==> src/rtl/mbx_pkg.sv <==
package mbx_pkg;

  // Region of the mailbox space that an offset falls in.
  typedef enum logic [1:0] {
    RGN_NONE = 2'd0,
    RGN_BOX  = 2'd1,
    RGN_MASK = 2'd2
  } mbx_region_e;

endpackage

==> src/rtl/mbx_rst_sync.sv <==
module mbx_rst_sync (
  input  logic clk,
  input  logic rst_n_in,
  output logic rst_n_out
);

  logic [1:0] sync_q;

  always_ff @(posedge clk or negedge rst_n_in) begin
    if (!rst_n_in) sync_q <= 2'b00;
    else           sync_q <= {sync_q[0], 1'b1};
  end

  assign rst_n_out = sync_q[1];

endmodule

==> src/rtl/mbx_decode.sv <==
module mbx_decode
  import mbx_pkg::*;
#(
  parameter int ADDR_W = 6,
  parameter int NBOX   = 4,
  parameter int BE_W   = 2
) (
  input  logic                        en,
  input  logic                        sel_n,
  input  logic                        wr,
  input  logic [ADDR_W-1:0]           addr,
  input  logic [BE_W-1:0]             be,
  output logic [2*NBOX-1:0]           wr_box,
  output logic [2*NBOX-1:0]           rd_box,
  output logic                        mask_wr,
  output logic                        mask_rd,
  output logic [$clog2(2*NBOX)-1:0]   idx
);

  localparam int NW    = 2 * NBOX;
  localparam int IDX_W = $clog2(NW);
  localparam logic [ADDR_W-1:0] MASK_OFS = ADDR_W'(NW);

  logic        act;
  mbx_region_e region;

  assign act = en & ~sel_n;

  always_comb begin
    region = RGN_NONE;
    if (addr < MASK_OFS)       region = RGN_BOX;
    else if (addr == MASK_OFS) region = RGN_MASK;
  end

  genvar w;
  generate
    for (w = 0; w < NW; w++) begin : g_hit
      logic hit;
      assign hit       = act && (region == RGN_BOX) && (addr == ADDR_W'(w));
      assign wr_box[w] = hit & wr & (|be);
      assign rd_box[w] = hit & ~wr;
    end
  endgenerate

  assign mask_wr = act && (region == RGN_MASK) && wr && be[0];
  assign mask_rd = act && (region == RGN_MASK) && !wr;
  assign idx     = addr[IDX_W-1:0];

endmodule

==> src/rtl/mbx_store.sv <==
module mbx_store #(
  parameter int DATA_W = 16,
  parameter int NW     = 8
) (
  input  logic                         clk,
  input  logic                         rst_n,
  input  logic [NW-1:0]                l_we,
  input  logic [NW-1:0]                r_we,
  input  logic [DATA_W/8-1:0]          l_be,
  input  logic [DATA_W/8-1:0]          r_be,
  input  logic [DATA_W-1:0]            l_wdata,
  input  logic [DATA_W-1:0]            r_wdata,
  output logic [NW-1:0][DATA_W-1:0]    box_q
);

  localparam int BE_W = DATA_W / 8;

  logic [NW-1:0][DATA_W-1:0] box_d;
  logic                      any_we;

  assign any_we = |(l_we | r_we);

  // Right bytes first, left bytes after: left wins on a shared byte.
  always_comb begin
    box_d = box_q;
    for (int w = 0; w < NW; w++) begin
      for (int b = 0; b < BE_W; b++) begin
        if (r_we[w] && r_be[b]) box_d[w][b*8 +: 8] = r_wdata[b*8 +: 8];
        if (l_we[w] && l_be[b]) box_d[w][b*8 +: 8] = l_wdata[b*8 +: 8];
      end
    end
  end

  always_ff @(posedge clk or negedge rst_n) begin
    if (!rst_n)      box_q <= '0;
    else if (any_we) box_q <= box_d;
  end

  // Untouched storage holds its value.
  assert_idle_hold_R9: assert property (@(posedge clk) disable iff (!rst_n)
    (!any_we) |=> $stable(box_q));

  genvar gw, gb;
  generate
    for (gw = 0; gw < NW; gw++) begin : g_chk_w
      for (gb = 0; gb < BE_W; gb++) begin : g_chk_b
        assert_left_byte_wins_R11: assert property (@(posedge clk) disable iff (!rst_n)
          (l_we[gw] && l_be[gb]) |=> (box_q[gw][gb*8 +: 8] == $past(l_wdata[gb*8 +: 8])));
      end
    end
  endgenerate

endmodule

==> src/rtl/mbx_flags.sv <==
module mbx_flags #(
  parameter int NBOX = 4
) (
  input  logic                  clk,
  input  logic                  rst_n,
  input  logic [1:0][NBOX-1:0]  set,
  input  logic [1:0][NBOX-1:0]  clr,
  input  logic [1:0]            mask_we,
  input  logic [1:0][NBOX-1:0]  mask_wd,
  output logic [1:0][NBOX-1:0]  flag_q,
  output logic [1:0][NBOX-1:0]  mask_q,
  output logic [1:0]            irq_n
);

  genvar p;
  generate
    for (p = 0; p < 2; p++) begin : g_port
      logic [NBOX-1:0] flag_d;
      logic [NBOX-1:0] mask_d;
      logic            flag_en;

      // A set in the same cycle as a clear leaves the flag set.
      assign flag_d  = (flag_q[p] & ~clr[p]) | set[p];
      assign flag_en = |(set[p] | clr[p]);
      assign mask_d  = mask_wd[p];

      always_ff @(posedge clk or negedge rst_n) begin
        if (!rst_n)       flag_q[p] <= '0;
        else if (flag_en) flag_q[p] <= flag_d;
      end

      always_ff @(posedge clk or negedge rst_n) begin
        if (!rst_n)          mask_q[p] <= '0;
        else if (mask_we[p]) mask_q[p] <= mask_d;
      end

      assign irq_n[p] = ~|(flag_q[p] & mask_q[p]);

      assert_set_wins_R10: assert property (@(posedge clk) disable iff (!rst_n)
        (set[p] != '0) |=> ((flag_q[p] & $past(set[p])) == $past(set[p])));

      assert_clear_R6: assert property (@(posedge clk) disable iff (!rst_n)
        ((clr[p] & ~set[p]) != '0) |=> ((flag_q[p] & $past(clr[p] & ~set[p])) == '0));

      assert_mask_hold_R7: assert property (@(posedge clk) disable iff (!rst_n)
        (!mask_we[p]) |=> $stable(mask_q[p]));

      assert_irq_source_R8: assert property (@(posedge clk) disable iff (!rst_n)
        (!irq_n[p]) |-> ((flag_q[p] != '0) && (mask_q[p] != '0)));
    end
  endgenerate

endmodule

==> src/rtl/mbx_irq_unit.sv <==
module mbx_irq_unit #(
  parameter int DATA_W = 16,
  parameter int ADDR_W = 6,
  parameter int NBOX   = 4
) (
  input  logic              clk,
  input  logic              rst_n,
  input  logic              l_en,
  input  logic              l_sel_n,
  input  logic              l_wr,
  input  logic [ADDR_W-1:0] l_addr,
  input  logic [DATA_W/8-1:0] l_be,
  input  logic [DATA_W-1:0] l_wdata,
  output logic [DATA_W-1:0] l_rdata,
  output logic              l_irq_n,
  input  logic              r_en,
  input  logic              r_sel_n,
  input  logic              r_wr,
  input  logic [ADDR_W-1:0] r_addr,
  input  logic [DATA_W/8-1:0] r_be,
  input  logic [DATA_W-1:0] r_wdata,
  output logic [DATA_W-1:0] r_rdata,
  output logic              r_irq_n
);

  localparam int NW    = 2 * NBOX;
  localparam int BE_W  = DATA_W / 8;
  localparam int IDX_W = $clog2(NW);

  logic rst_s;

  mbx_rst_sync u_rst (
    .clk       (clk),
    .rst_n_in  (rst_n),
    .rst_n_out (rst_s)
  );

  // Port index 0 is left, 1 is right.
  logic [1:0]                p_en, p_sel_n, p_wr;
  logic [1:0][ADDR_W-1:0]    p_addr;
  logic [1:0][BE_W-1:0]      p_be;
  logic [1:0][DATA_W-1:0]    p_wdata;
  logic [1:0][NW-1:0]        wr_box, rd_box;
  logic [1:0]                mask_wr, mask_rd;
  logic [1:0][IDX_W-1:0]     idx;
  logic [1:0][DATA_W-1:0]    rd_d, rd_q;
  logic [1:0][NBOX-1:0]      set_v, clr_v, mask_wd, flag_q, mask_q;
  logic [1:0]                irq_n;
  logic [NW-1:0][DATA_W-1:0] box_q;

  assign p_en    = {r_en, l_en};
  assign p_sel_n = {r_sel_n, l_sel_n};
  assign p_wr    = {r_wr, l_wr};
  assign p_addr  = {r_addr, l_addr};
  assign p_be    = {r_be, l_be};
  assign p_wdata = {r_wdata, l_wdata};

  genvar p;
  generate
    for (p = 0; p < 2; p++) begin : g_port
      mbx_decode #(
        .ADDR_W (ADDR_W),
        .NBOX   (NBOX),
        .BE_W   (BE_W)
      ) u_dec (
        .en      (p_en[p]),
        .sel_n   (p_sel_n[p]),
        .wr      (p_wr[p]),
        .addr    (p_addr[p]),
        .be      (p_be[p]),
        .wr_box  (wr_box[p]),
        .rd_box  (rd_box[p]),
        .mask_wr (mask_wr[p]),
        .mask_rd (mask_rd[p]),
        .idx     (idx[p])
      );

      always_comb begin
        rd_d[p] = '0;
        if (|rd_box[p])      rd_d[p] = box_q[idx[p]];
        else if (mask_rd[p]) rd_d[p] = {{(DATA_W-NBOX){1'b0}}, mask_q[p]};
      end

      always_ff @(posedge clk or negedge rst_s) begin
        if (!rst_s) rd_q[p] <= '0;
        else        rd_q[p] <= rd_d[p];
      end

      assign mask_wd[p] = p_wdata[p][NBOX-1:0];

      assert_onehot_access_R3: assert property (@(posedge clk) disable iff (!rst_s)
        $onehot0(wr_box[p]) && $onehot0(rd_box[p]));

      assert_idle_rdata_R2: assert property (@(posedge clk) disable iff (!rst_s)
        (!p_en[p] || p_sel_n[p]) |=> (rd_q[p] == '0));
    end
  endgenerate

  // Receiver mapping: left owns offsets NBOX..NW-1, right owns 0..NBOX-1.
  assign set_v[0] = wr_box[1][NW-1:NBOX];
  assign clr_v[0] = rd_box[0][NW-1:NBOX];
  assign set_v[1] = wr_box[0][NBOX-1:0];
  assign clr_v[1] = rd_box[1][NBOX-1:0];

  mbx_store #(
    .DATA_W (DATA_W),
    .NW     (NW)
  ) u_store (
    .clk     (clk),
    .rst_n   (rst_s),
    .l_we    (wr_box[0]),
    .r_we    (wr_box[1]),
    .l_be    (l_be),
    .r_be    (r_be),
    .l_wdata (l_wdata),
    .r_wdata (r_wdata),
    .box_q   (box_q)
  );

  mbx_flags #(
    .NBOX (NBOX)
  ) u_flags (
    .clk     (clk),
    .rst_n   (rst_s),
    .set     (set_v),
    .clr     (clr_v),
    .mask_we (mask_wr),
    .mask_wd (mask_wd),
    .flag_q  (flag_q),
    .mask_q  (mask_q),
    .irq_n   (irq_n)
  );

  assign l_rdata = rd_q[0];
  assign r_rdata = rd_q[1];
  assign l_irq_n = irq_n[0];
  assign r_irq_n = irq_n[1];

endmodule

==> config.mk <==
export PLATFORM = sky130hd
export DESIGN_NAME = mbx_irq_unit
export DESIGN_NICKNAME = d
export VERILOG_FILES = /design/src/rtl/mbx_pkg.sv /design/src/rtl/mbx_rst_sync.sv /design/src/rtl/mbx_decode.sv /design/src/rtl/mbx_store.sv /design/src/rtl/mbx_flags.sv /design/src/rtl/mbx_irq_unit.sv
export SDC_FILE = /design/constraint.sdc
export NUM_CORES = 1
export LEC_CHECK = 0
export BUFFER_PORTS_ARGS = -buffer_cell sky130_fd_sc_hd__clkbuf_2
export CAP_MARGIN = 20
export CORE_AREA = 2 2 162 164
export CTS_CLUSTER_DIAMETER = 30
export DETAILED_ROUTE_END_ITERATION = 10
export DIE_AREA = 0 0 164 166
export PLACE_DENSITY = 0.64
export REMOVE_ABC_BUFFERS = 1
export SYNTH_ARGS = -nofsm -noshare
export SYNTH_HDL_FRONTEND = slang
export SYNTH_SLANG_ARGS = --single-unit
==> constraint.sdc <==
create_clock -name clk -period 6.65 [get_ports clk]
set_clock_uncertainty 0.15 [all_clocks]
set_input_delay 0.3325 -clock clk [delete_from_list [all_inputs] [get_ports clk]]
set_output_delay 0.3325 -clock clk [all_outputs]
set_load 0.03 [all_outputs]
Word-level counts from Yosys, hierarchy flattened
Index checks and enable logic that the tools add are counted.

word-level totals
  bits in registers = 178
  input port bits = 56
  output and inout bits = 34
  word-level logic and storage cells = 261

operators by class
  $lt $le $gt $ge = 4
  equal/unequal tests = 20
  mux-type cells = 44
  bitwise logic cells = 65
  reductions and logical operators = 105

operator list
  kind                                                                           number
  8-bit 2-to-1 mux                                                               32
  16-bit binary-select mux with 3-bit select                                     2
  16-bit 2-to-1 mux                                                              4
  1-bit logical AND                                                              58
  1-bit AND                                                                      50
  6-bit by 3-bit == test with 1-bit output (second input constant)               8
  2-bit AND reduction                                                            16
  2-bit nonzero test                                                             16
  6-bit by 2-bit == test with 1-bit output (second input constant)               4
  8-bit OR reduction                                                             3
  4-bit AND                                                                      4
  4-bit bitwise OR                                                               4
  4-bit OR reduction                                                             4
  6-bit by 1-bit == test with 1-bit output (second input constant)               2
  6-bit by 4-bit == test with 1-bit output (second input constant)               2
  6-bit logical NOT                                                              2
  6-bit by 4-bit less-than comparator with 1-bit output (second input constant)  2
  3-bit by 4-bit less-than comparator with 1-bit output (second input constant)  2
  2-bit 2-to-1 mux                                                               4
  4-bit 2-to-1 mux                                                               2
  4-bit inverter                                                                 2
  8-bit bitwise OR                                                               1
  2-bit by 1-bit == test with 1-bit output (second input constant)               2
  2-bit == test (second input constant)                                          2
  3 further kinds                                                                10

Depth between registers and ports, before layout
  depth after elaboration = 11
  gate-level depth with buffers = 6

By module
Synthesis repeated with hierarchy kept, for this count alone.

second synthesis, totals
  cells, all modules = 1077
  area total of the unflattened synthesis = 12185.4 sq um

modules (own cells, without submodules)
  module        instances  cells an instance  area each (sq um)  sequential area each (sq um)
  mbx_store     1          748                7668.6             3203.1
  mbx_irq_unit  1          194                3164.3             800.8
  mbx_decode    2          44                 335.3              0.0
  mbx_flags     1          44                 628.1              400.4
  mbx_rst_sync  1          3                  53.8               50.0

Worst setup path before layout
Ideal clock, no wire load.

  path kind = input to register
  start = in r_addr[3]
  end = reg u_store.box_q[100] (netlist name)
  setup time = 0.137 ns
  data arrival time = 1.619 ns
  slack = 4.743 ns
  stages = 6
  buffers on the path = 3
  path through = clkbuf_1 > or3b_2 > clkbuf_1 > clkbuf_1 > o31ai_1 > a31oi_1

on the way
  cells in the longest elaborated chain, start to end = 11

ends and longest elaborated chain
  item                                                                                                            line                RTL
  start: declaration                                                                                              mbx_irq_unit.sv:19  input logic [ADDR_W-1:0] r_addr,
  parallel branches: the longest is 10 deep, another holds 6-bit by 4-bit less-than comparator with 1-bit output  --
  2-bit AND reduction (no line) *                                                                                 --
  end signal: assignment                                                                                          mbx_store.sv:36     else if (any_we) box_q <= box_d;
  end: declaration                                                                                                mbx_store.sv:13     output logic [NW-1:0][DATA_W-1:0] box_q

Mark *: on every way between the ends.
A chain may end at the register's enable or synchronous reset.

Final worst setup path
  start = in l_addr[1]
  end = reg u_store.box_q[6] (netlist name)

on the way
  cells in the longest elaborated chain, start to end = 11

ends and longest elaborated chain
  item                                                                                                            line                RTL
  start: declaration                                                                                              mbx_irq_unit.sv:11  input logic [ADDR_W-1:0] l_addr,
  parallel branches: the longest is 11 deep, another holds 6-bit by 4-bit less-than comparator with 1-bit output  --

Several ways; the timed one is not identified.

==> run summary <==
CP max stage delay: 0.92 ns
share of layout cells above drive strength 1: 22.6%
largest net degree at the start of global routing: 74
power share of the sequential group: 44.4%
vias post-DR: 10900
CTS Sinks: 178
Buf/Inv on CP: 2
yosys warns: 0
IO buf count: 89
Clock Path Buffers: 2
Slew @ Worst Pin: 1.20 ns
TritonCTS clock tree: yes
leakage: 4.57 nW
initial antenna violation count: 0
hold_buf cts: 1
Antenna Cells: 0
status: finished, final reports clean
drt wl/cell: 30.1 um
Post-Route WL: 42300 um
RSZ-0062 raised after global routing: false
clock latency on the worst-skew pair: 0.44 ns
P_sw: 0.782 mW
Post-synth EDFFs: 0
worst r2r src: u_rst.sync_q[1]
Crit. End Element: flop
Mapped Area: 11300 um2
leading area contributor after synthesis: dfrtp_1
Initial Util: 44.1%
r2r worst-path depth: 1
post-CTS setup buffers: 0
post_cts resized: 0
num rows: 59
Post-synth top flop: dfrtp_1
drt first pass iters: 6
Die Width: 164 um
register area share after synthesis: 39.5%
Worst-path clk slew: 0.08 ns
CP Launch Type: primary input
final std cells w/o fill: 1405
Area growth syn-to-layout: 9.16%
first-pass GRT wire length: 64800 um
Max VDD drop: 168 uV
CP Data Required Time: 6.79 ns
fraction of registers with async set/reset: 100%
hold crit path type: in2async
all-layer global routing usage: 31.0%
Gate power share: 14.7%
vias in the first global route: 10700
H-tree depth: 4
Synth cell types: 40
I/O Pins: 90
power per cell area: 220 nW/um2
GRT Residual Overflow: 0
Inst Count DP: 1372
total CTS buffers: 17
worst r2r dst: u_store.box_q[59]
final setup fails: 0
flop2flop setup slack: 4.56 ns
Synth area leaders: dfrtp_1, mux4_2, o31ai_1
Int Power: 1.93 mW
Slew Viols, Final: 0
crit path time final: 3.00 ns
cell chain of the critical path: clkbuf_2 -> buf_4 -> or2_2 -> or3_1 -> a31oi_1
Tcrit/Tclk final: 45.1%
DPL Wire Length: 22000 um
antenna viol nets, final: 0
relative slew slack: 20.2%
die area: 27200 um2
setup_tns: 0 ns
switching part of the total: 28.9%
critical path type: in2reg
CP Max Fanout: 36
Clock power frac: 41.0%
#FFs+latches synth: 178
clock root cell: clkbuf_16
slowest cell on the critical path: or2_2
Fin. Hold Viols: 0
Yosys top cell area share: 39.5%
max frequency: 333 MHz
fill count: 2302
Power Total: 2.71 mW
arrival time of the worst setup path: 3.14 ns
Initial DRC Count: 1858
Synth Instances: 1118
Via-to-Cell Ratio: 7.77
Nets: 1113
Max-Cap Viols: 0
Residual DRC: 0
Avg Synthesized Cell Area: 10.1 um2
core area: 25600 um2
Worst path depth: 5
delay-heaviest family, CP: simple AND/OR/NAND/NOR gates
die height: 166 um
Placer Congestion: 0.834
-- state kept, by name, indices dropped and copies added, names as in the netlist --
register,flops
u_store.box_q,128
u_rst.sync_q,2
u_flags.flag_q,8
l_rdata,16
r_rdata,16
u_flags.mask_q,8
-- synth_stat cells (all sizes together) (2+ instances only) --
cell	count
o31ai	128
nor4b	2
nand4bb	3
and3	3
or3b	2
buf	65
nor4	128
clkbuf	139
dfrtp	178
a2bb2o	2
mux4	64
nand2	2
nor2b	6
and3b	4
a22o	9
a31oi	128
or3	17
nand4b	3
nor3b	4
nor2	30
nand3b	4
nor3	2
a221oi	2
nand4	134
mux2i	32
o2bb2ai	6
nand2b	2
mux2	8
nand3	3
or4b	2
-- cells in the final DEF (no fill, tap or decap), types with 3 or more instances in the layout --
master | synthesis | routed
or3_1 | 17 | 16
nand4b_1 | 3 | 3
nor2_1 | 30 | 30
dfrtp_1 | 178 | 177
bufinv_16 | 0 | 4
buf_4 | 0 | 33
nor4_1 | 128 | 128
o2bb2ai_1 | 6 | 6
nand4_1 | 134 | 134
inv_6 | 0 | 5
o31ai_1 | 128 | 128
and3b_1 | 4 | 3
clkbuf_16 | 0 | 17
nand3_1 | 3 | 3
mux2_2 | 8 | 8
nand3b_1 | 4 | 4
nor3b_2 | 1 | 3
clkbuf_2 | 9 | 89
mux2i_1 | 32 | 32
and3_1 | 3 | 3
a31oi_1 | 128 | 128
a22o_1 | 9 | 9
nand4bb_4 | 0 | 3
clkinvlp_4 | 0 | 4
mux4_2 | 64 | 64
nor2b_1 | 6 | 6
-- worst max path at each step --
stage,from,endpoint,slack (ns)
2_1_floorplan,u_rst.sync_q[1],l_rdata[0],1.17
3_3_place_gp,l_addr[1],u_store.box_q[2],3.41
3_5_place_dp,l_addr[1],u_store.box_q[29],3.36
4_1_cts,l_addr[1],u_store.box_q[24],3.83
5_1_grt,l_addr[1],u_store.box_q[31],3.66
6_report,l_addr[1],u_store.box_q[6],3.65
-- stage by stage --
| step | setup WS, ns | util (%) | hold WS, ns | area [um2] |
|---|---|---|---|---|
| after floorplan | 1.17 | - | -0.113 | 10500 |
| final | 3.65 | 48.1 | 0.0460 | 12300 |
| after CTS | 3.83 | 48.1 | 0.0482 | 12300 |
| after detailed placement | 3.36 | 45.6 | -0.0257 | 11700 |
| after global placement | 3.41 | 45.5 | -0.0288 | 11700 |
| after global routing | 3.66 | 48.1 | 0.0467 | 12300 |
-- layout make-up --
cell class,count,area [um2],area share [%]
multi-input combinational,736,6080,49.4
sequential,178,4460,36.2
timing repair buffer,124,731,5.93
clock buffer,18,429,3.48
tap,335,419,3.40
clock inverter,14,199,1.61
-- metal layers --
| metal | up-vias | track usage, % | wire length [um] |
|---|---|---|---|
| met1 | 5374 | 41.9 | 16100 |
| li1 | 4465 | - | - |
| met2 | 912 | 45.7 | 19000 |
| met4 | 0 | 13.1 | 1650 |
| met3 | 162 | 10.2 | 5580 |
| met5 | - | 0 | 0 |
-- cells by family (layout without fill, tap and decap cells) --
group,after synthesis,in the layout,share of synthesized area [%]
compound gates,277,277,17.3
buf+inv,204,156,7.25
flops,178,178,39.5
mux,104,104,16.4
other cells,1,1,0.0332
simple gates,354,354,19.6
-- power groups by stage --
| stage | combinational, mW | clock (mW) | sequential (mW) |
|---|---|---|---|
| global placement | 0.377 | 0 | 1.22 |
| CTS | 0.386 | 1.11 | 1.20 |
| finish | 0.397 | 1.11 | 1.20 |
| global route | 0.417 | 1.15 | 1.21 |
| detailed placement | 0.385 | 0 | 1.22 |
| floorplan | 0.205 | 0 | 1.21 |
No activity file was read; power rests on OpenSTA's default activity.
